`src/rtl/cfg_port_pkg.sv`:
```
// Package: shared constants and lookup functions for the keyed configuration port.
// Assumes an 8-bit data path and a 256-entry register space.
package cfg_port_pkg;

    localparam int DATA_W         = 8;
    localparam int NUM_DRIVES     = 4;
    localparam int REGS_PER_DRIVE = 4;
    localparam int NUM_TIMING     = NUM_DRIVES * REGS_PER_DRIVE;
    localparam int REG_DEPTH      = 2 ** DATA_W;
    localparam logic [3:0] ID_NIBBLE = 4'h5;

    // Candidate base address for each strap value.
    function automatic logic [11:0] base_of(input logic [1:0] sel);
        case (sel)
            2'd0:    base_of = 12'h074;
            2'd1:    base_of = 12'h0F4;
            2'd2:    base_of = 12'h034;
            default: base_of = 12'h0E4;
        endcase
    endfunction

    // Register index that holds timing byte k of drive d (slot = d*4 + k).
    function automatic logic [DATA_W-1:0] timing_reg(input int slot);
        case (slot)
            0:       timing_reg = 8'h03;
            1:       timing_reg = 8'h26;
            2:       timing_reg = 8'h04;
            3:       timing_reg = 8'h27;
            4:       timing_reg = 8'h05;
            5:       timing_reg = 8'h28;
            6:       timing_reg = 8'h06;
            7:       timing_reg = 8'h29;
            8:       timing_reg = 8'h2B;
            9:       timing_reg = 8'h30;
            10:      timing_reg = 8'h2C;
            11:      timing_reg = 8'h31;
            12:      timing_reg = 8'h2D;
            13:      timing_reg = 8'h32;
            14:      timing_reg = 8'h2E;
            default: timing_reg = 8'h33;
        endcase
    endfunction

    // Power-on value of a register.
    function automatic logic [DATA_W-1:0] reset_val(input logic [DATA_W-1:0] idx);
        case (idx)
            8'h01:   reset_val = 8'h0F;
            8'h07:   reset_val = 8'h2B;
            8'h0A:   reset_val = 8'h0F;
            8'h34:   reset_val = 8'hFF;
            8'h35:   reset_val = 8'h03;
            default: reset_val = 8'h00;
        endcase
    endfunction

endpackage

```
`src/rtl/cfg_addr_decode.sv`:
```
// Address decoder: compares the bus address with the strapped base and with
// the index and data offsets from it.
// Assumes the strap is static during normal operation; the decode is purely
// combinational, so a strap change takes effect at once.
module cfg_addr_decode #(
    parameter int ADDR_W    = 10,
    parameter int IDX_OFFS  = 4,
    parameter int DATA_OFFS = 8
) (
    input  logic [1:0]        base_sel,
    input  logic [ADDR_W-1:0] addr,
    output logic              hit_base,
    output logic              hit_idx,
    output logic              hit_data
);
    import cfg_port_pkg::*;

    localparam logic [ADDR_W-1:0] IDX_OFS_V  = ADDR_W'(IDX_OFFS);
    localparam logic [ADDR_W-1:0] DATA_OFS_V = ADDR_W'(DATA_OFFS);

    logic [ADDR_W-1:0] base_addr;

    // Select the base for the current strap and match the three ports.
    always_comb begin
        base_addr = ADDR_W'(base_of(base_sel));
        hit_base  = (addr == base_addr);
        hit_idx   = (addr == base_addr + IDX_OFS_V);
        hit_data  = (addr == base_addr + DATA_OFS_V);
    end
endmodule

```
`src/rtl/cfg_ctrl.sv`:
```
// Access control: stores the last byte written to the base port, derives the
// exposed/hidden state from it, and holds the index latch.
// Assumes one write strobe per cycle; index writes count only while exposed.
module cfg_ctrl #(
    parameter int          DW  = 8,
    parameter logic [7:0]  KEY = 8'h30
) (
    input  logic          clk,
    input  logic          rst_n,
    input  logic          base_we,
    input  logic          idx_we,
    input  logic [DW-1:0] wdata,
    output logic [DW-1:0] base_val,
    output logic          unlocked,
    output logic [DW-1:0] index_q
);
    // Base port byte and lock state; the key opens access and any other byte closes it.
    always_ff @(posedge clk) begin
        if (!rst_n) begin
            base_val <= '0;
            unlocked <= 1'b0;
        end else if (base_we) begin
            base_val <= wdata;
            unlocked <= (wdata == DW'(KEY));
        end
    end

    // Index latch; it loads only while access is open.
    always_ff @(posedge clk) begin
        if (!rst_n) begin
            index_q <= '0;
        end else if (idx_we && unlocked) begin
            index_q <= wdata;
        end
    end
endmodule

```
`src/rtl/cfg_regfile.sv`:
```
// Configuration register file: 256 bytes with computed reset values, a fixed
// identification nibble in register 0, and parallel taps for the drive timing bytes.
// Assumes the caller gates the write enable with the access state.
module cfg_regfile #(
    parameter int DW    = 8,
    parameter int DEPTH = 256,
    parameter int NT    = 16
) (
    input  logic            clk,
    input  logic            rst_n,
    input  logic            we,
    input  logic [DW-1:0]   idx,
    input  logic [DW-1:0]   wdata,
    output logic [DW-1:0]   rdata,
    output logic [NT*DW-1:0] timing
);
    import cfg_port_pkg::*;

    logic [DW-1:0] mem [DEPTH];

    // Storage: load reset values on reset, otherwise take the data-port write.
    always_ff @(posedge clk) begin
        if (!rst_n) begin
            for (int i = 0; i < DEPTH; i++) begin
                mem[i] <= reset_val(DW'(i));
            end
        end else if (we) begin
            mem[idx] <= wdata;
        end
    end

    // Read path; register 0 carries the identification nibble on top.
    always_comb begin
        if (idx == '0) begin
            rdata = {ID_NIBBLE, mem[0][3:0]};
        end else begin
            rdata = mem[idx];
        end
    end

    // One tap per timing byte, placed by drive and byte number.
    for (genvar s = 0; s < NT; s++) begin : g_tap
        assign timing[s*DW +: DW] = mem[timing_reg(s)];
    end
endmodule

```
`src/rtl/cfg_index_port.sv`:
```
// Top: keyed indexed configuration port on an 8-bit I/O bus.
// Combines the decoder, the access control and the register file, and muxes
// read data. Reads are combinational and show state from before any write
// made in the same cycle. Idle or unmatched reads return 0xFF.
module cfg_index_port #(
    parameter int         ADDR_W    = 10,
    parameter logic [7:0] KEY       = 8'h30,
    parameter int         IDX_OFFS  = 4,
    parameter int         DATA_OFFS = 8
) (
    input  logic         clk,
    input  logic         rst_n,
    input  logic [1:0]   base_sel,
    input  logic [ADDR_W-1:0] addr,
    input  logic         wr_en,
    input  logic         rd_en,
    input  logic [7:0]   wdata,
    output logic [7:0]   rdata,
    output logic [127:0] drive_timing
);
    import cfg_port_pkg::*;

    localparam logic [DATA_W-1:0] IDLE_BYTE = '1;

    logic              hit_base, hit_idx, hit_data;
    logic              unlocked;
    logic [DATA_W-1:0] base_val, index_q, reg_rdata;

    cfg_addr_decode #(
        .ADDR_W(ADDR_W), .IDX_OFFS(IDX_OFFS), .DATA_OFFS(DATA_OFFS)
    ) u_dec (
        .base_sel(base_sel), .addr(addr),
        .hit_base(hit_base), .hit_idx(hit_idx), .hit_data(hit_data)
    );

    cfg_ctrl #(.DW(DATA_W), .KEY(KEY)) u_ctrl (
        .clk(clk), .rst_n(rst_n),
        .base_we(wr_en && hit_base), .idx_we(wr_en && hit_idx),
        .wdata(wdata), .base_val(base_val), .unlocked(unlocked), .index_q(index_q)
    );

    cfg_regfile #(.DW(DATA_W), .DEPTH(REG_DEPTH), .NT(NUM_TIMING)) u_rf (
        .clk(clk), .rst_n(rst_n),
        .we(wr_en && hit_data && unlocked), .idx(index_q), .wdata(wdata),
        .rdata(reg_rdata), .timing(drive_timing)
    );

    // Read mux: base port always visible; index and data ports only while exposed.
    always_comb begin
        rdata = IDLE_BYTE;
        if (rd_en) begin
            if (hit_base) begin
                rdata = base_val;
            end else if (hit_idx && unlocked) begin
                rdata = index_q;
            end else if (hit_data && unlocked) begin
                rdata = reg_rdata;
            end
        end
    end
endmodule

```
`config.mk`:
```
export PLATFORM = sky130hd
export DESIGN_NAME = cfg_index_port
export DESIGN_NICKNAME = d
export VERILOG_FILES = /design/src/rtl/cfg_port_pkg.sv /design/src/rtl/cfg_addr_decode.sv /design/src/rtl/cfg_ctrl.sv /design/src/rtl/cfg_regfile.sv /design/src/rtl/cfg_index_port.sv
export SDC_FILE = /design/constraint.sdc
export NUM_CORES = 2
export LEC_CHECK = 0
export ABC_AREA = 1
export BUFFER_PORTS_ARGS = -buffer_cell sky130_fd_sc_hd__buf_4
export CORE_MARGIN = 3
export CORE_UTILIZATION = 50
export CTS_BUF_LIST = sky130_fd_sc_hd__clkbuf_4
export DETAILED_ROUTE_END_ITERATION = 10
export GPL_ROUTABILITY_DRIVEN = 1
export GPL_TIMING_DRIVEN = 1
export PLACE_DENSITY_LB_ADDON = 0.15
export SLEW_MARGIN = 10
export SYNTH_ARGS = -nofsm -noshare
export SYNTH_HDL_FRONTEND = slang
export SYNTH_SLANG_ARGS = --single-unit
export TNS_END_PERCENT = 50
```
`constraint.sdc`:
```
create_clock -name clk -period 3.84 [get_ports clk]
set_input_delay 0.768 -clock clk [delete_from_list [all_inputs] [get_ports clk]]
set_output_delay 0.768 -clock clk [all_outputs]
set_load 0.01 [all_outputs]
```
==> run summary <==
status - finished, violations left
failing checks - setup timing
CP max stage cell - dfxtp_4
fin crit period - 4.93 ns
Clock Latency Late Sink - 1.38 ns
Placed Area - 101000 µm²
DP Wirelength - 189 mm
top cell type's share of synthesized area - 0.657
CTS Buffer Depth - 4
clk_skew - 0.100 ns
DRC violations left - 0
die area - 192000 µm²
crit-path max FO - 19
layout cells sized above 1 - 0.188
DIE HEIGHT - 439 µm
DR pass1 iterations - 7
cell family with most CP delay - simple AND/OR/NAND/NOR gates
total gr overflow - 0
GRT Overall Usage - 0.324
Setup Crit Path Kind - flip-flop to output pin
VDD IR-drop max - 0.311 mV
Pwr Total - 47.8 mW
Worst EP arrival - 4.16 ns
Crit path buffers/inverters - 7
fin. max-slew vios - 0
drt total wl - 316 mm
CTS tree - built
Metal-1 WL - 120 mm
Synth Instances - 9729
total placed cells including tap cells - 12155
CTS clk-pin slew, worst paths - 0.06 ns
Final ANT Viol Nets - 0
Final Worst Setup Slack - -1.09 ns
final setup fails - 8
Layout Cells excl Fill - 13201
total core area - 186000 µm²
routed via count - 76499
Most common cell on crit path - nand2_1
CP peak stage delay - 0.38 ns
via/cell ratio - 5.79
Initial Utilization - 0.504
Die Span X - 439 µm
TritonCTS Sinks - 2073
H-tree levels - 6
largest net degree at the start of global routing - 120
# rows - 158
FILL cells - 15779
DR WL met2 - 145 mm
Yosys warning count - 0
Synth area leaders - edfxtp_1 66%, nand2_1 10%, nand3_1 10%
I/O Buffers - 159
vias in the first global route - 74866
highest metal used - met5
Slew HR - 0.312
TritonCTS Buffers - 574
Yosys top cell by area - edfxtp_1
crit path launch type - flip-flop
root buf cell - clkbuf_4
max-cap viol count - 0
drt wl/cell - 23.9 µm
Post-Syn Nets - 9753
cells along the critical path - buf_12 > inv_16 > buf_16 > buf_16 > buf_12 > buf_16 > o21ai_0 > o22ai_1 > nand2_1 > nand3_2 > nand3_2 > nand3_4 > nand3_2 > nand3_1 > nand2_1 > nand2_1 > nand2_2 > nand2_1 > buf_4
Slew @ Worst Pin - 1.03 ns
RSZ-0062 raised after global routing - yes
HP Class - input pin to flip-flop
mean post-synth cell area - 9.62 µm²
sequential area share after synthesis - 0.663
final cell area excluding filler cells - 111000 µm²
WP data required - 3.07 ns
#FFs+latches synth - 2073
pwr/cell area - 429 nW/µm²
Final Cycle Share - 1.28
first-pass GRT wire length - 466 mm
final hold vios - 0
Setup crit end kind - output pin
initial antenna violation count - 5
leakage power - 44.0 nW
starting DRC count in detailed routing - 9694
Synth Cell Area - 93600 µm²
Routed met3 length - 33.1 mm
Layout area overhead - 19.1%
nets@finish - 10368
I/O pins - 160
routability cong. - 0.931
Unique masters post-synth - 25
f_max - 203 MHz
-- metal layers --
metal  up-vias  GRT usage
li1      34549          -
met1     36722      0.423
met2      4467      0.507
met3       759     0.0726
met4         2      0.176
met5         -          0
-- layout make-up --
| type | instances | area [µm²] | area share |
|---|---|---|---|
| flip-flops and latches | 2073 | 62000 | 0.557 |
| well taps | 2480 | 3100 | 0.0278 |
| diodes | 9 | 22.5 | 0.000202 |
| repair buffers | 774 | 8950 | 0.0803 |
| clock buffers | 830 | 6230 | 0.0559 |
| inverters | 76 | 384 | 0.00345 |
| multi-input cells | 6845 | 30200 | 0.271 |
| clock inverters | 114 | 551 | 0.00494 |
-- through the flow --
stage / setup WS, ns / utilization / TNS (ns) / hold slack (ns)
global placement: 0.144 / 0.543 / 0 / 0.471
global route: -1.27 / 0.600 / -9.74 / 0.312
finish: -1.09 / 0.600 / -8.34 / 0.347
floorplan: 0.814 / - / 0 / 0.444
CTS: -1.12 / 0.597 / -8.98 / 0.166
detailed placement: 0.162 / 0.543 / 0 / 0.468
-- synthesized netlist by cell type --
cell type  instances
nor3_4             1
nand3_1         1879
nor2_2             2
inv_1             52
nor3_2             8
nor2_1          2129
buf_2             15
o21ai_0           84
buf_4              5
o211a_1            1
buf_1             89
nor4_1             2
nor3_1             9
nand2_1         2603
inv_2             12
nand4_1            2
clkinv_1          12
a211oi_1           1
dfxtp_1           25
o22ai_1           25
edfxtp_1        2048
xnor2_1            1
clkbuf_1         626
a21oi_1           57
nand2_2           41
-- placed cells by master (no fill, tap or decap), types with 3 or more instances in the layout --
cell type	count
clkbuf_16	3
diode_2	9
nor3_4	6
clkinv_1	94
inv_8	9
buf_12	117
nand2_1	2531
buf_16	51
o21ai_1	5
inv_1	50
inv_2	16
nand2_2	93
nand3_2	210
nand3_4	19
nand2_4	20
a21oi_1	57
dfxtp_4	4
nor2_2	7
dfxtp_1	20
nor2_1	2123
nor3_2	10
o21ai_0	77
nand3_1	1650
clkinv_2	14
buf_4	546
buf_8	6
bufinv_16	4
bufbuf_16	18
o22ai_1	23
buf_6	17
clkbuf_4	830
dlygate4sd3_1	16
edfxtp_1	2048
-- what timing repair did --
| action | 4_1_cts | 5_1_grt |
|---|---|---|
| setup buffers | 26 | 8 |
| pin swaps | 92 | 45 |
| gates cloned | 41 | 3 |
| endpoints found under the hold margin | 582 | 0 |
| hold buffers | 16 | 0 |
| resized for setup | 357 | 87 |
| setup endpoints to repair | 8 | 8 |
-- worst reg2reg max path, delay by kind of cell, from the launching register on --
family                 cells  cell delay [ns]
and+or+nand+nor            4             1.55
buffers and inverters      3             0.75
DFF                        1             0.39
-- final timing paths --
kind | slack [ns] | from | end | depth (start not counted)
setup / recovery | -1.09 | flip-flop | rdata[6] | 19
hold reg to reg | 0.51 | u_ctrl.base_val[1]$_SDFFE_PN0P_ | u_ctrl.base_val[1]$_SDFFE_PN0P_ | 2
setup reg to reg | 0.81 | u_ctrl.index_q[5]$_SDFFE_PN0P_ | u_rf.mem[43][2]$_SDFFCE_PN0P_ | 7
hold / removal | 0.35 | addr[8] | u_ctrl.base_val[6]$_SDFFE_PN0P_ | 8
-- cells by family (layout without fill, tap and decap cells) --
kind of cell    count (synthesis)  count (layout)  share of synthesized area
simple gates                 6676            6676                      0.295
flops                        2073            2073                      0.663
xor+xnor                        1               1                  0.0000936
compound gates                168             168                    0.00940
other cells                     0               9                          0
buf+inv                       811            1794                     0.0329
-- registers in the layout (all words and copies together), names as in the netlist, named ones only --
register         count
u_rf.mem          2048
u_ctrl.unlocked      1
u_ctrl.base_val      8
u_ctrl.index_q       8
-- where the power goes --
group	switching [mW]	internal [mW]	leakage, nW
Clock	9.26	10.1	4.11
Sequential	0.371	25.9	19.7
Combinational	1.64	0.539	20.2
Total	11.3	36.5	44.0
Note: power is estimated with default switching activity, not from simulation.
